### config.mk
export PLATFORM = sky130hd
export DESIGN_NAME = mbx_irq
export DESIGN_NICKNAME = d
export VERILOG_FILES = /design/src/rtl/mbx_pkg.sv /design/src/rtl/mbx_decode.sv /design/src/rtl/mbx_flag.sv /design/src/rtl/mbx_irq.sv
export SDC_FILE = /design/constraint.sdc
export NUM_CORES = 1
export LEC_CHECK = 0
export BUFFER_PORTS_ARGS = -buffer_cell sky130_fd_sc_hd__buf_2
export CORE_AREA = 5 5 42 44
export CTS_BUF_LIST = sky130_fd_sc_hd__clkbuf_16
export DETAILED_ROUTE_END_ITERATION = 10
export DIE_AREA = 0 0 47 49
export PLACE_DENSITY = 0.63
export SYNTH_ARGS = -nofsm -noshare
export SYNTH_HDL_FRONTEND = slang
export SYNTH_HIERARCHICAL = 1
export SYNTH_SLANG_ARGS = --single-unit
### constraint.sdc
create_clock -name clk -period 1.17 [get_ports clk]
set_input_delay 0.234 -clock clk [delete_from_list [all_inputs] [get_ports clk]]
set_output_delay 0.234 -clock clk [all_outputs]
set_load 0.02 [all_outputs]
### src/rtl/mbx_pkg.sv
package mbx_pkg;
  typedef enum logic {PORT_L = 1'b0, PORT_R = 1'b1} port_e;

  // distance of a port's own mailbox below the all-ones address
  function automatic int unsigned own_offset(port_e p);
    return (p == PORT_R) ? 0 : 1;
  endfunction
endpackage

### src/rtl/mbx_decode.sv
module mbx_decode #(
  parameter int AW       = 15,
  parameter int OWN_OFS  = 0,
  parameter int PEER_OFS = 1
) (
  input  logic [AW-1:0] addr,
  output logic          own_hit,
  output logic          peer_hit
);
  localparam logic [AW-1:0] TOP      = {AW{1'b1}};
  localparam logic [AW-1:0] OWN_ADR  = TOP - AW'(OWN_OFS);
  localparam logic [AW-1:0] PEER_ADR = TOP - AW'(PEER_OFS);

  always_comb begin
    own_hit  = (addr == OWN_ADR);
    peer_hit = (addr == PEER_ADR);
  end
endmodule

### src/rtl/mbx_flag.sv
module mbx_flag (
  input  logic clk,
  input  logic rst,
  input  logic set_i,
  input  logic clr_i,
  output logic int_n
);
  always_ff @(posedge clk) begin
    if (rst)        int_n <= 1'b1;
    else if (set_i) int_n <= 1'b0;
    else if (clr_i) int_n <= 1'b1;
  end

  p_set_wins_r8: assert property (@(posedge clk) disable iff (rst)
    set_i |=> !int_n) else $error("set did not take effect");
  p_clear_r4: assert property (@(posedge clk) disable iff (rst)
    (clr_i && !set_i) |=> int_n) else $error("clear did not take effect");
  p_hold_r10: assert property (@(posedge clk) disable iff (rst)
    (!set_i && !clr_i) |=> $stable(int_n)) else $error("flag moved without cause");
endmodule

### src/rtl/mbx_irq.sv
module mbx_irq #(
  parameter int AW = 15
) (
  input  logic          clk,
  input  logic          rst,
  input  logic          l_wr,
  input  logic          l_rd,
  input  logic [AW-1:0] l_addr,
  input  logic          l_busy,
  input  logic          r_wr,
  input  logic          r_rd,
  input  logic [AW-1:0] r_addr,
  input  logic          r_busy,
  output logic          l_int_n,
  output logic          r_int_n
);
  import mbx_pkg::*;
  localparam int NP = 2;

  logic [NP-1:0] wr, rd, busy, own_hit, peer_hit, set_v, clr_v, int_v;
  logic [AW-1:0] addr [NP];

  always_comb begin
    wr   = {r_wr, l_wr};
    rd   = {r_rd, l_rd};
    busy = {r_busy, l_busy};
    addr[PORT_L] = l_addr;
    addr[PORT_R] = r_addr;
  end

  for (genvar p = 0; p < NP; p++) begin : g_port
    localparam port_e ME   = port_e'(p);
    localparam port_e PEER = port_e'(NP - 1 - p);

    mbx_decode #(
      .AW(AW), .OWN_OFS(own_offset(ME)), .PEER_OFS(own_offset(PEER))
    ) i_dec (
      .addr(addr[p]), .own_hit(own_hit[p]), .peer_hit(peer_hit[p])
    );

    // flag p is set by the peer writing p's mailbox, cleared by p reading it
    always_comb begin
      set_v[p] = wr[NP-1-p] && peer_hit[NP-1-p] && !busy[NP-1-p];
      clr_v[p] = rd[p] && own_hit[p] && !busy[p];
    end

    mbx_flag i_flag (
      .clk(clk), .rst(rst), .set_i(set_v[p]), .clr_i(clr_v[p]), .int_n(int_v[p])
    );
  end

  always_comb begin
    l_int_n = int_v[PORT_L];
    r_int_n = int_v[PORT_R];
  end

  p_reset_r1: assert property (@(posedge clk)
    rst |=> (l_int_n && r_int_n)) else $error("reset state wrong");
  p_lbusy_blocks_set_r6: assert property (@(posedge clk) disable iff (rst)
    (r_int_n && l_busy) |=> r_int_n) else $error("busy left write set right flag");
  p_rbusy_blocks_set_r6: assert property (@(posedge clk) disable iff (rst)
    (l_int_n && r_busy) |=> l_int_n) else $error("busy right write set left flag");
  p_rbusy_blocks_clr_r7: assert property (@(posedge clk) disable iff (rst)
    (!r_int_n && r_busy) |=> !r_int_n) else $error("busy right read cleared flag");
  p_lbusy_blocks_clr_r7: assert property (@(posedge clk) disable iff (rst)
    (!l_int_n && l_busy) |=> !l_int_n) else $error("busy left read cleared flag");
endmodule

==> flow_summary.json, run 1 <==
{
  "maxCapViolCount": 0,
  "endpoint_kind": "primary output",
  "slowest_stage": "dfxtp_1",
  "path_max_fanout": 2,
  "initial_core_util_pct": 13.8,
  "clk_pin_slew_worst_paths_ns": 0.03,
  "arrival_ns": 0.70,
  "clockPowerShare_pct": 78.2,
  "boundaryPins": 40,
  "reg2reg_setup_slack_ns": 0.56,
  "ff2ff_path_depth": 2,
  "status": "complete, no violations",
  "largest_reg_flops": 2,
  "timing.rr.end": "g_port[0].i_flag/int_n",
  "antenna_left": 0,
  "crit_chain": "buf_2",
  "ir_worst_vdd_mv": 1.56,
  "die_w_um": 47,
  "drc": 0,
  "min_path_cells": 2,
  "clock-root-buffer": "clkbuf_16",
  "tritoncts": "done",
  "firstDrtPassIters": 1,
  "tightest_slew_ns": 0.260,
  "detail_route.iter0.violations": 0,
  "io_buffers": 39,
  "final_nets": 106,
  "avgSynthCellArea_um2": 8.03,
  "seq_power_share_pct": 10.6,
  "yosysWarnings": 6,
  "crit_type": "register to primary output",
  "grt_max_degree": 3,
  "hp-class": "input pin to register",
  "grt_pass1_wl_um": 1090,
  "cts_setup_buffers": 0,
  "synth-seq-cells": 2,
  "coreArea_um2": 1400,
  "grt_overflow_total": 0,
  "finish.utilization_pct": 34.5,
  "htreeDepth": 1,
  "switching_share_pct": 14.6,
  "min_period_ns": 0.934,
  "cp-start-kind": "register",
  "powerDensity_nw_per_um2": 1340,
  "die_h_um": 49,
  "viasPerCell": 4.44,
  "fp-row-count": 14,
  "grt_usage_pct": 6.89,
  "largest-register": "g_port.i_flag/int_n",
  "power_switching_uw": 94.8,
  "diodes": 0,
  "slew_headroom_pct": 82.5,
  "wl_um": 837,
  "worstSkewPairLatency_ns": 0.22,
  "syn_nets": 62,
  "reg_top3": "g_port.i_flag/int_n x2",
  "worst_ep_required_time_ns": 0.94,
  "max_freq_mhz": 1070,
  "cts_buffers": 3,
  "hold_violations": 0,
  "setup_viol_count_final": 0,
  "p_leak_uw": 0.000250,
  "final.period_utilization_pct": 79.9,
  "min_from": "rst",
  "intPower_uw": 554,
  "cts_resized": 0,
  "rsz0062_at_grt": "no",
  "finClkSkew_ns": 0,
  "setup_tns_ns": 0,
  "grt_antenna_before_repair": 0,
  "synthDistinctLibCells": 8,
  "netlist_area_um2": 193,
  "dieArea_um2": 2300,
  "globalplace.congestion": 0.582,
  "drive_gt1_share_pct": 66.7,
  "syn_to_final_growth_pct": 151,
  "cp_top_family": "flip-flops",
  "power_frac_comb_pct": 11.1,
  "timing.rr.start": "g_port[0].i_flag/int_n",
  "postSynthCellCount": 24,
  "ys_seq_area_share_pct": 20.8,
  "drv_slew": 0,
  "cts.sinks": 2,
  "max_stage_delay_ns": 0.32,
  "wire_per_inst_um": 10.2,
  "postCtsHoldBufs": 0,
  "route.vias.total": 364,
  "path_buf_inv": 1,
  "cts.path.max_buffers": 2,
  "holdPathEnd": "g_port[1].i_flag/int_n",
  "grt_pass1_vias": 308
}
==> cell usage after synthesis, drive strengths merged <==
cell type,number,area (µm²)
nand3,2,10.0
dfxtp,2,40.0
nor2,2,7.51
nand4,6,37.5
and3b,4,35.0
nand3b,2,15.0
o21bai,2,22.5
nor4,4,25.0
==> worst max path at each step <==
| stage | start | slack (ns) | endpoint | cells after the start |
|---|---|---|---|---|
| CTS | g_port[0].i_flag/int_n | 0.23 | l_int_n | 1 |
| finish | g_port[0].i_flag/int_n | 0.24 | l_int_n | 1 |
| detailed placement | l_addr[2] | 0.01 | g_port[1].i_flag/int_n | 5 |
| global placement | r_addr[2] | 0.04 | g_port[0].i_flag/int_n | 5 |
| floorplan | l_addr[2] | 0.23 | g_port[0].i_flag/int_n | 5 |
| global route | l_addr[2] | 0.18 | g_port[1].i_flag/int_n | 5 |
==> layout make-up <==
type	instances	area, µm²
clock buffers	3	75.1
fillers	158	918
repair buffers	39	195
multi-input cells	22	153
flip-flops and latches	2	40.0
well taps	16	20.0
==> power groups by stage <==
| stage | Sequential (µW) | Combinational (µW) | Clock, µW |
|---|---|---|---|
| after detailed placement | 69.6 | 73.3 | 0 |
| after global placement | 69.6 | 71.2 | 0 |
| final | 68.8 | 72.3 | 507 |
| after floorplan | 69.6 | 11.5 | 0 |
| after global routing | 68.7 | 80.7 | 530 |
| after CTS | 68.8 | 73.6 | 515 |
==> worst register-to-register path, delay by kind of cell, from the launching register on <==
kind	cells	cell delay, ns
DFF	1	0.30
and+or+nand+nor	1	0.14
AOI/OAI and AO/OA	1	0.07
==> through the flow <==
stage               instance area (µm²)  cells  total power (µW)  hold WS, ns  worst slack [ns]
floorplan                           193     24              81.1        0.344             0.228
global placement                    408     79               141        0.444            0.0430
detailed placement                  408     79               143        0.441            0.0107
CTS                                 483     82               658        0.219             0.225
global route                        483     82               679        0.222             0.182
finish                              483     82               648        0.218             0.236
==> kinds of logic (layout without fill, tap and decap cells) <==
group / Yosys count / count (layout) / synth area share [%]
compound gates: 2 / 2 / 11.7
buf+inv: 0 / 42 / 0
flops: 2 / 2 / 20.8
simple gates: 20 / 20 / 67.5
==> layout by cell type, fill, tap and decap left out, drive strengths merged <==
cell and instances:
nor4 4, and3b 4, nand4 6, buf 39
nand3 2, clkbuf 3, nand3b 2, nor2 2
dfxtp 2, o21bai 2
==> layer usage <==
| layer | vias to the layer above | global-route usage [%] | wire [µm] |
|---|---|---|---|
| met4 | 0 | 2.76 | 0 |
| met5 | - | 0 | 0 |
| met3 | 0 | 5.90 | 160 |
| met2 | 26 | 10.6 | 373 |
| li1 | 188 | - | - |
| met1 | 150 | 6.33 | 303 |
Note: power is estimated with default switching activity, not from simulation.
==> inputs of run 2 (changes only) <==
PLACE_DENSITY = 0.65   (was 0.63)
clock period = 0.8 ns   (was 1.17 ns; I/O delays follow)
==> run 2 against run 1 <==
The run now ends with setup timing left; clock-buffer cell count did not move; sequential power rose by 45%; hold slack got worse by 0.077 ns; combinational power rose by 60%; routed wire length rose by 13%; first-iteration DRC count rose by 6; die area did not move.
==> flow_summary.json, run 2 (synthesis gave the netlist of run 1 again) <==
{
  "grt_usage_pct": 7.74,
  "io_buffers": 39,
  "seq_power_share_pct": 10.5,
  "diodes": 0,
  "cp-start-kind": "input pin",
  "path_max_fanout": 2,
  "tightest_slew_ns": 0.205,
  "whs_ns": 0.142,
  "wl_um": 944,
  "initial_core_util_pct": 13.8,
  "die_w_um": 47,
  "power_frac_comb_pct": 12.1,
  "firstDrtPassIters": 4,
  "grt_pass1_wl_um": 1260,
  "grt_overflow_total": 0,
  "min_path_cells": 2,
  "syn_to_final_growth_pct": 177,
  "crit_chain": "buf_6, nand4_1, nor4_1, and3b_1, nor2_2, o21bai_2",
  "arrival_ns": 0.96,
  "worstSkewPairLatency_ns": 0.22,
  "wire_per_inst_um": 11.4,
  "grt_antenna_before_repair": 0,
  "clock-root-buffer": "clkbuf_16",
  "dpl_worst_slack_ns": -0.227,
  "worst_ep_required_time_ns": 0.95,
  "switching_share_pct": 14.6,
  "grt_max_degree": 3,
  "crit_type": "input pin to register",
  "failed_checks": "setup timing",
  "largest-register": "g_port.i_flag/int_n",
  "globalplace.congestion": 0.659,
  "ff2ff_path_depth": 3,
  "fin_ws_ns": -0.0174,
  "dieArea_um2": 2300,
  "final.period_utilization_pct": 102,
  "cts.sinks": 2,
  "ir_worst_vdd_mv": 0.672,
  "hp-class": "input pin to register",
  "route.vias.total": 365,
  "min_period_ns": 0.817,
  "coreArea_um2": 1400,
  "max_stage_delay_ns": 0.26,
  "fp-row-count": 14,
  "setup_tns_ns": -0.0476,
  "die_h_um": 49,
  "holdPathEnd": "g_port[1].i_flag/int_n",
  "drv_slew": 0,
  "endpoint_kind": "register",
  "max_freq_mhz": 1220,
  "reg2reg_setup_slack_ns": 0.07,
  "reg_top3": "g_port.i_flag/int_n x2",
  "drive_gt1_share_pct": 73.1,
  "timing.rr.end": "g_port[1].i_flag/int_n",
  "htreeDepth": 1,
  "power_switching_uw": 140,
  "slowest_stage": "nor4_1",
  "power_uw": 958,
  "largest_reg_flops": 2,
  "clockPowerShare_pct": 77.4,
  "mostFrequentLayoutCell": "buf_2",
  "timing.rr.start": "g_port[1].i_flag/int_n",
  "maxCapViolCount": 0,
  "finClkSkew_ns": 0,
  "cts.path.max_buffers": 2,
  "tritoncts": "done",
  "cts_buffers": 3,
  "slew_headroom_pct": 86.2,
  "setup_viol_count_final": 4,
  "hold_violations": 0,
  "intPower_uw": 819,
  "antenna_left": 0,
  "clk_pin_slew_worst_paths_ns": 0.03,
  "p_leak_uw": 0.000266,
  "powerDensity_nw_per_um2": 1800,
  "grt_pass1_vias": 342,
  "viasPerCell": 4.40,
  "rsz0062_at_grt": "yes",
  "drc": 0,
  "layout_common_cells": "34 x buf_2, 6 x nand4_1, 5 x buf_6",
  "postCtsHoldBufs": 0,
  "final_nets": 107,
  "min_from": "rst",
  "boundaryPins": 40,
  "status": "finished with violations",
  "detail_route.iter0.violations": 6
}
run 2: worst max-delay path, delay by kind of cell:
kind / cells / cell delay (ns)
AOI/OAI and AO/OA: 1 / 0.09
buffers and inverters: 1 / 0.06
and+or+nand+nor: 4 / 0.65
run 2: worst max path at each step:
| stage | startpoint | endpoint | slack (ns) | cells after the start |
|---|---|---|---|---|
| after floorplan | l_addr[2] | g_port[0].i_flag/int_n | -0.07 | 5 |
| after global placement | l_addr[2] | g_port[0].i_flag/int_n | -0.22 | 6 |
| after detailed placement | r_addr[7] | g_port[1].i_flag/int_n | -0.23 | 6 |
| after CTS | r_addr[7] | g_port[1].i_flag/int_n | -0.03 | 6 |
| after global routing | r_addr[7] | g_port[1].i_flag/int_n | -0.09 | 6 |
| final | r_addr[7] | g_port[1].i_flag/int_n | -0.02 | 6 |
run 2: final cells by class:
type / count / area (µm²)
clock buffers: 3 / 75.1
flip-flops and latches: 2 / 42.5
repair buffers: 40 / 234
fillers: 152 / 868
well taps: 16 / 20.0
multi-input cells: 22 / 161
run 2: stage by stage:
step                      utilization, %  cells  area [µm²]
after floorplan                        -     24         193
after global placement              29.1     79         408
after detailed placement            29.1     79         408
after CTS                           35.5     82         498
after global routing                38.0     83         533
final                               38.0     83         533
run 2: metal layers:
layer	vias to the layer above	wire (µm)	global-route usage, %
met1	173	295	6.13
met3	0	15	2.21
met5	-	0	0
li1	188	-	-
met4	0	0	5.53
met2	4	634	14.5
run 2: timing repair:
item / 4_1_cts / 5_1_grt
cloned: 0 / 0
endpoints found under the setup margin: 4 / 4
endpoints found under the hold margin: 0 / 0
resized for setup: 6 / 5
buffers inserted: 0 / 1
pin swaps: 0 / 0
run 2: power groups by stage:
stage	combinational [µW]	clock [µW]	sequential [µW]
floorplan	16.8	0	102
global placement	104	0	102
detailed placement	108	0	102
CTS	107	753	100
global route	128	768	100
finish	116	742	100
